[src/rtl/eec_pkg.sv]
package eec_pkg;
    localparam int CNT_W = 8;
    localparam int SEL_W = 8;
    localparam logic [SEL_W-1:0] SEL_RISE = 8'h01;

    typedef enum logic {
        ST_HALT = 1'b0,
        ST_RUN  = 1'b1
    } ctrl_state_t;
endpackage

[src/rtl/eec_sync.sv]
module eec_sync #(
    parameter int STAGES = 2
) (
    input  logic clk,
    input  logic rst_n,
    input  logic din,
    output logic dout
);
    logic [STAGES-1:0] chain_q;

    for (genvar g = 0; g < STAGES; g++) begin : g_stage
        if (g == 0) begin : g_first
            always_ff @(posedge clk or negedge rst_n) begin
                if (!rst_n) chain_q[0] <= 1'b0;
                else        chain_q[0] <= din;
            end
        end else begin : g_rest
            always_ff @(posedge clk or negedge rst_n) begin
                if (!rst_n) chain_q[g] <= 1'b0;
                else        chain_q[g] <= chain_q[g-1];
            end
        end
    end

    assign dout = chain_q[STAGES-1];
endmodule

[src/rtl/eec_edge_det.sv]
module eec_edge_det
    import eec_pkg::*;
(
    input  logic             clk,
    input  logic             rst_n,
    input  logic             level,
    input  logic [SEL_W-1:0] edge_sel,
    output logic             valid_edge
);
    logic prev_q;
    logic pick_rise;

    always_ff @(posedge clk or negedge rst_n) begin
        if (!rst_n) prev_q <= 1'b0;
        else        prev_q <= level;
    end

    always_comb begin
        pick_rise  = (edge_sel == SEL_RISE);
        valid_edge = pick_rise ? (level & ~prev_q) : (~level & prev_q);
    end
endmodule

[src/rtl/eec_ctrl.sv]
module eec_ctrl
    import eec_pkg::*;
(
    input  logic        clk,
    input  logic        rst_n,
    input  logic        run_en,
    output logic        counting,
    output logic        force_zero,
    output ctrl_state_t state
);
    ctrl_state_t state_q, state_d;

    always_comb begin
        state_d = state_q;
        unique case (state_q)
            ST_HALT: if (run_en)  state_d = ST_RUN;   // START
            ST_RUN:  if (!run_en) state_d = ST_HALT;  // STOP
            default: state_d = ST_HALT;
        endcase
    end

    always_ff @(posedge clk or negedge rst_n) begin
        if (!rst_n) state_q <= ST_HALT;
        else        state_q <= state_d;
    end

    always_comb begin
        counting   = 1'b0;
        force_zero = 1'b1;
        unique case (state_q)
            ST_HALT: begin
                counting   = 1'b0;
                force_zero = 1'b1;
            end
            ST_RUN: begin
                counting   = run_en;
                force_zero = !run_en;
            end
            default: begin
                counting   = 1'b0;
                force_zero = 1'b1;
            end
        endcase
    end

    assign state = state_q;
endmodule

[src/rtl/eec_counter.sv]
module eec_counter
    import eec_pkg::*;
(
    input  logic             clk,
    input  logic             rst_n,
    input  logic             clear,
    input  logic             step,
    input  logic [CNT_W-1:0] cmp_val,
    output logic [CNT_W-1:0] count,
    output logic             irq
);
    logic [CNT_W-1:0] cnt_q;
    logic             irq_q;
    logic             hit;

    assign hit = (cnt_q == cmp_val);

    always_ff @(posedge clk or negedge rst_n) begin
        if (!rst_n) begin
            cnt_q <= '0;
            irq_q <= 1'b0;
        end else if (clear) begin
            cnt_q <= '0;
            irq_q <= 1'b0;
        end else if (step) begin
            cnt_q <= hit ? '0 : cnt_q + 1'b1;
            irq_q <= hit;
        end else begin
            irq_q <= 1'b0;
        end
    end

    assign count = cnt_q;
    assign irq   = irq_q;
endmodule

[src/rtl/edge_event_counter.sv]
module edge_event_counter
    import eec_pkg::*;
#(
    parameter int SYNC_STAGES = 2
) (
    input  logic             clk,
    input  logic             rst_n,
    input  logic             evt_pin,
    input  logic [SEL_W-1:0] edge_sel,
    input  logic [CNT_W-1:0] cmp_val,
    input  logic             run_en,
    output logic [CNT_W-1:0] count_o,
    output logic             irq_o
);
    logic        evt_sync;
    logic        valid_edge;
    logic        counting;
    logic        force_zero;
    ctrl_state_t state;

    eec_sync #(.STAGES(SYNC_STAGES)) u_sync (
        .clk  (clk),
        .rst_n(rst_n),
        .din  (evt_pin),
        .dout (evt_sync)
    );

    eec_edge_det u_edge (
        .clk       (clk),
        .rst_n     (rst_n),
        .level     (evt_sync),
        .edge_sel  (edge_sel),
        .valid_edge(valid_edge)
    );

    eec_ctrl u_ctrl (
        .clk       (clk),
        .rst_n     (rst_n),
        .run_en    (run_en),
        .counting  (counting),
        .force_zero(force_zero),
        .state     (state)
    );

    eec_counter u_cnt (
        .clk    (clk),
        .rst_n  (rst_n),
        .clear  (force_zero),
        .step   (counting & valid_edge),
        .cmp_val(cmp_val),
        .count  (count_o),
        .irq    (irq_o)
    );
endmodule

[config.mk]
export PLATFORM = sky130hd
export DESIGN_NAME = edge_event_counter
export DESIGN_NICKNAME = d
export VERILOG_FILES = /design/src/rtl/eec_pkg.sv /design/src/rtl/eec_sync.sv /design/src/rtl/eec_edge_det.sv /design/src/rtl/eec_ctrl.sv /design/src/rtl/eec_counter.sv /design/src/rtl/edge_event_counter.sv
export SDC_FILE = /design/constraint.sdc
export NUM_CORES = 1
export LEC_CHECK = 0
export ABC_CLOCK_PERIOD_IN_PS = 3300
export BUFFER_PORTS_ARGS = -buffer_cell sky130_fd_sc_hd__buf_2
export CORE_UTILIZATION = 50
export CTS_BUF_LIST = sky130_fd_sc_hd__clkbuf_2
export CTS_CLUSTER_SIZE = 30
export DETAILED_ROUTE_END_ITERATION = 16
export PLACE_DENSITY = 0.8
export SYNTH_ARGS = -nofsm -noshare
export SYNTH_HDL_FRONTEND = slang
export SYNTH_SLANG_ARGS = --single-unit
[constraint.sdc]
create_clock -name clk -period 3.3 [get_ports clk]
set_input_delay 0.33 -clock clk [delete_from_list [all_inputs] [get_ports clk]]
set_output_delay 0.33 -clock clk [all_outputs]
set_load 0.1 [all_outputs]
Word level (Yosys, flattened, before mapping):

Cells that the tools add are included.
Widths: inputs -> output; s select.

* multiplexer cells: 9
* add/sub/neg operators: 1
* eq/ne operators: 2
* bitwise gates (word level): 6
* reductions and logical operators: 2

Operator list (number)
* $mux 8: 3
* $add 8x1->8 const B: 1
* $eq 8x1->1 const B: 1
* $eq 8x8->1: 1
* $mux 1: 4
* $pmux 1 s2: 2
* $and 1x1->1: 3
* $not 1->1: 3
* $reduce_bool 2->1: 1
* $logic_not 1->1: 1

* register bits: 13
* output and inout port bits: 9
* logic and storage cells: 26

Depth between registers and ports, before layout:

* depth after elaboration: 6
* depth in mapped cells: 5
* depth with buffers taken out: 5

Hierarchy:

Synthesis repeated with hierarchy kept, for this count alone.

* cell total of the unflattened synthesis: 64
* area, all modules: 700.7 um^2

By module, submodules not included
* eec_counter: area an instance 533.0 um^2, cells an instance 52, instances 1
* eec_edge_det: area an instance 76.3 um^2, cells an instance 6, instances 1
* eec_sync: area an instance 50.0 um^2, cells an instance 2, instances 1
* eec_ctrl: area an instance 35.0 um^2, cells an instance 3, instances 1
* edge_event_counter: area an instance 6.3 um^2, cells an instance 1, instances 1

Least setup slack after synthesis:

Ideal clock, no wire load.

* kind: register -> register
* start: register u_cnt.cnt_q[5] (netlist: u_cnt.count[5])
* end: register u_cnt.cnt_q[2] (netlist: u_cnt.count[2])
* required time: 3135 ps
* library setup time: 165 ps
* data arrival time: 1979 ps
* path buffers: 0
* setup slack: 1156 ps
* cell stages (with the launch flop): 6
* cells stage by stage: dfrtp_1 xor2_1 nor4_4 nand2_4 a21oi_2 o32ai_2

* cells in the longest elaborated chain, start to end: 4

Ends and longest elaborated chain
* start, declared: line eec_counter.sv:12 `logic [CNT_W-1:0] cnt_q;`
* start signal, assigned: line eec_counter.sv:26 `cnt_q <= hit ? '0 : cnt_q + 1'b1;`
* $eq 8x8->1: line eec_counter.sv:16 `assign hit = (cnt_q == cmp_val);`
* $mux 8: line eec_counter.sv:26
* $mux 8: line eec_counter.sv:25 `end else if (step) begin`
* $mux 8: line eec_counter.sv:22 `end else if (clear) begin`

No other way between the ends. The select of a mux whose other input is x is not followed.
A chain may end at the register's enable or synchronous reset.

Final worst setup path:

* start: register u_cnt.cnt_q[4] (netlist: u_cnt.count[4])
* end: register u_cnt.cnt_q[2] (netlist: u_cnt.count[2])

The elaborated chain is that of the path after synthesis.

==> flow_summary.yaml <==
power_and_ir_drop:
  p_leak_nw: 0.476
  max-vdd-ir-drop_mv: 0.249
  p_switching_mw: 0.0808
  switching_share_pct: 27.6
  p_clk_share_pct: 28.8
  powerDensity_nw_per_um2: 290
  seq_power_share_pct: 56.0
  p_int_mw: 0.212
  combPwrFrac_pct: 15.2
worst_setup_path:
  path_cells: "xor2_1, nor4_4, nand2_4, a21oi_2, o32ai_2"
  cp.arrival_ps: 1790
  crit_type: "flop to flop"
  cp_max_fo: 7
  cp-end-kind: "flop"
  cp-start-kind: "flop"
  cp.required_ps: 3470
  slowest_delay_ps: 490
  rrSetupSlack_ps: 1680
  crit_slowest_cell: "dfrtp_1"
timing:
  min_period_over_period_pct: 49.0
  whs_ps: 159
  hold_viol: 0
  slew_violations: 0
  slew-limit-headroom_pct: 67.8
  finalSetupViolCount: 0
  fmax_ghz: 0.618
  rsz0062_at_grt: "false"
  fin_skew_ps: 9.40
  fin_setup_tns_ps: 0
  period_minus_slack_ps: 1620
  tightest_slew_ps: 486
cts:
  numCtsBuffers: 3
  cts_tree: "done"
  root_buffer: "clkbuf_2"
  cts.sinks: 13
  postCtsSetupRepairBufs: 0
  ctsResizeCount: 0
  htreeDepth: 1
  clkSlewWorstSetupHoldPaths_ps: 130
  cts_buffer_depth: 2
  insertion_delay_ps: 270
flow_run:
  drv_cap: 0
synth:
  syn_area_per_cell_sq_um: 11.3
  yosys.area.top_type: "dfrtp_1"
  synth.top_cell.area_share_pct: 39.5
  syn_area_sq_um: 825
  synthCells: 73
  ys_seq_area_share_pct: 39.5
  synth_cell_types: 28
  synthTopCellsByArea: "dfrtp_1, xor2_1, nor4_4, o32ai_2, nand2_1"
  yosys_warnings: 0
  synth_nets: 94
  synth_seq_cells: 13
die:
  io_pins: 29
  dieArea_sq_um: 1820
  rows: 14
  start_util_pct: 54.1
  die_w_um: 42.6
  die_h_um: 42.6
  core_area_sq_um: 1520
placement:
  dp_hpwl_mm: 1.24
  portBuffers: 28
  placedCellCount: 116
  place_congestion: 0.694
hold_path:
  hp-class: "primary input to flop"
final_layout:
  fin_cells: 121
  diodes: 0
  syn_to_final_growth_pct: 22.6
  drive_above_1_share_pct: 46.7
  postLayoutCoreUtil_pct: 66.3
  nets: 127
detailed_routing:
  wire_per_inst_um: 13.8
  drc: 0
  via_count: 671
  ant_nets: 0
  vias_per_cell: 5.55
  routed_wl_mm: 1.67
  dr.first_iter.drc_count: 10
  drt-pass1-iter-count: 4
global_route:
  grt_max_degree: 14
  antenna_found_initial: 0
  grt_pass1_vias: 657
  grtUsageTotal_pct: 20.9
  grt_overflow: 0
  grt_pass1_wl_mm: 2.84
outcome:
  status: "finished, final reports clean"
[metal layers]
metal | up-vias | routed length, um | share of wire [%] | track usage (%)
li1 | 331 | - | - | -
met4 | 0 | 7 | 0.42 | 6.88
met5 | - | 0 | 0 | 0
met2 | 22 | 841 | 50 | 34.2
met1 | 316 | 758 | 45 | 28.0
met3 | 2 | 63 | 3.8 | 3.88
[critical path, delay by kind of cell (launching register included)]
kind	cells	cell delay, ps
AO/OA/AOI/OAI	2	260
XOR/XNOR	1	200
flip-flops	1	490
AND/OR/NAND/NOR	2	560
[registers in the layout, indices dropped and copies added (netlist names)]
register	count
u_sync.chain_q	1
u_sync.dout	1
u_edge.prev_q	1
u_cnt.count	8
u_cnt.irq	1
u_ctrl.state	1
[cells by family after synthesis]
logic type	after synthesis	share of synthesized area (%)
buffers and inverters	2	0.910
xor gates and xnor gates	8	8.50
muxes	2	4.55
DFF	13	39.5
adders and majority gates	1	1.52
AOI/OAI and AO/OA	15	15.6
and+or+nand+nor	32	29.4
[synth_stat cells]
cell,n
o31ai_1,2
and3_1,3
o22ai_1,1
o22ai_2,2
nand2_2,1
dfrtp_1,13
nand2_1,8
nand3_1,5
mux2i_4,1
ha_1,1
nand2_4,1
a21oi_1,5
nor2b_1,2
mux2_4,1
clkbuf_1,1
nand2b_1,2
inv_1,1
nor4_4,3
and2_1,1
o211ai_1,1
nor2_1,2
nor3_2,1
o32ai_2,2
or2_2,1
nand3_4,1
nor4b_2,1
xor2_1,8
a21oi_2,2
[layout by cell type (no fill, tap or decap), drive strengths merged]
cell / n
dlygate4sd3: 1
nor4b: 1
and2: 1
or2: 1
o31ai: 2
mux2: 1
clkbuf: 4
nor3: 1
buf: 28
o211ai: 1
nand2: 10
o32ai: 2
xor2: 8
dfrtp: 13
inv: 1
a21oi: 7
and3: 3
nor4: 3
nand3: 6
nand2b: 2
nor2: 2
ha: 1
mux2i: 1
o22ai: 3
nor2b: 2
[worst paths after layout]
check                      cells after the start                 to         startpoint
setup / recovery                               5     u_cnt.count[2]     u_cnt.count[4]
hold / removal                                 1  u_sync.chain_q[0]            evt_pin
setup reg to reg                               5     u_cnt.count[2]     u_cnt.count[4]
hold reg to reg                                0        u_sync.dout  u_sync.chain_q[0]
max in group asynchronous                      2          u_cnt.irq              rst_n
min in group asynchronous                      2     u_cnt.count[2]              rst_n
[power groups by stage]
stage	combinational (mW)	sequential (mW)	clock [mW]
2_1_floorplan	0.0206	0.171	0
3_3_place_gp	0.0429	0.167	0
3_5_place_dp	0.0442	0.167	0
4_1_cts	0.0452	0.164	0.0872
5_1_grt	0.0484	0.165	0.0939
6_report	0.0446	0.164	0.0844
[per-stage QoR]
step,power (mW),instance area (sq um),setup WS [ps]
after global placement,0.210,981,1710
after detailed placement,0.211,981,1700
after CTS,0.297,1010,1690
final,0.293,1010,1680
after global routing,0.307,1010,1590
after floorplan,0.191,825,1160
[area by class of cell]
| cell class | instances | area [sq um] |
|---|---|---|
| Fill cell | 125 | 513 |
| Tap cell | 16 | 20.0 |
| Multi-Input combinational cell | 58 | 492 |
| Clock buffer | 4 | 20.0 |
| Timing Repair Buffer | 29 | 150 |
| Sequential cell | 13 | 325 |
| Inverter | 1 | 3.75 |
[what timing repair did]
| item | CTS | global route |
|---|---|---|
| endpoints found under the hold margin | 13 | 0 |
| hold buffers | 1 | 0 |
| setup endpoints to repair | 0 | 0 |
Power figures use the tool's default switching activity.
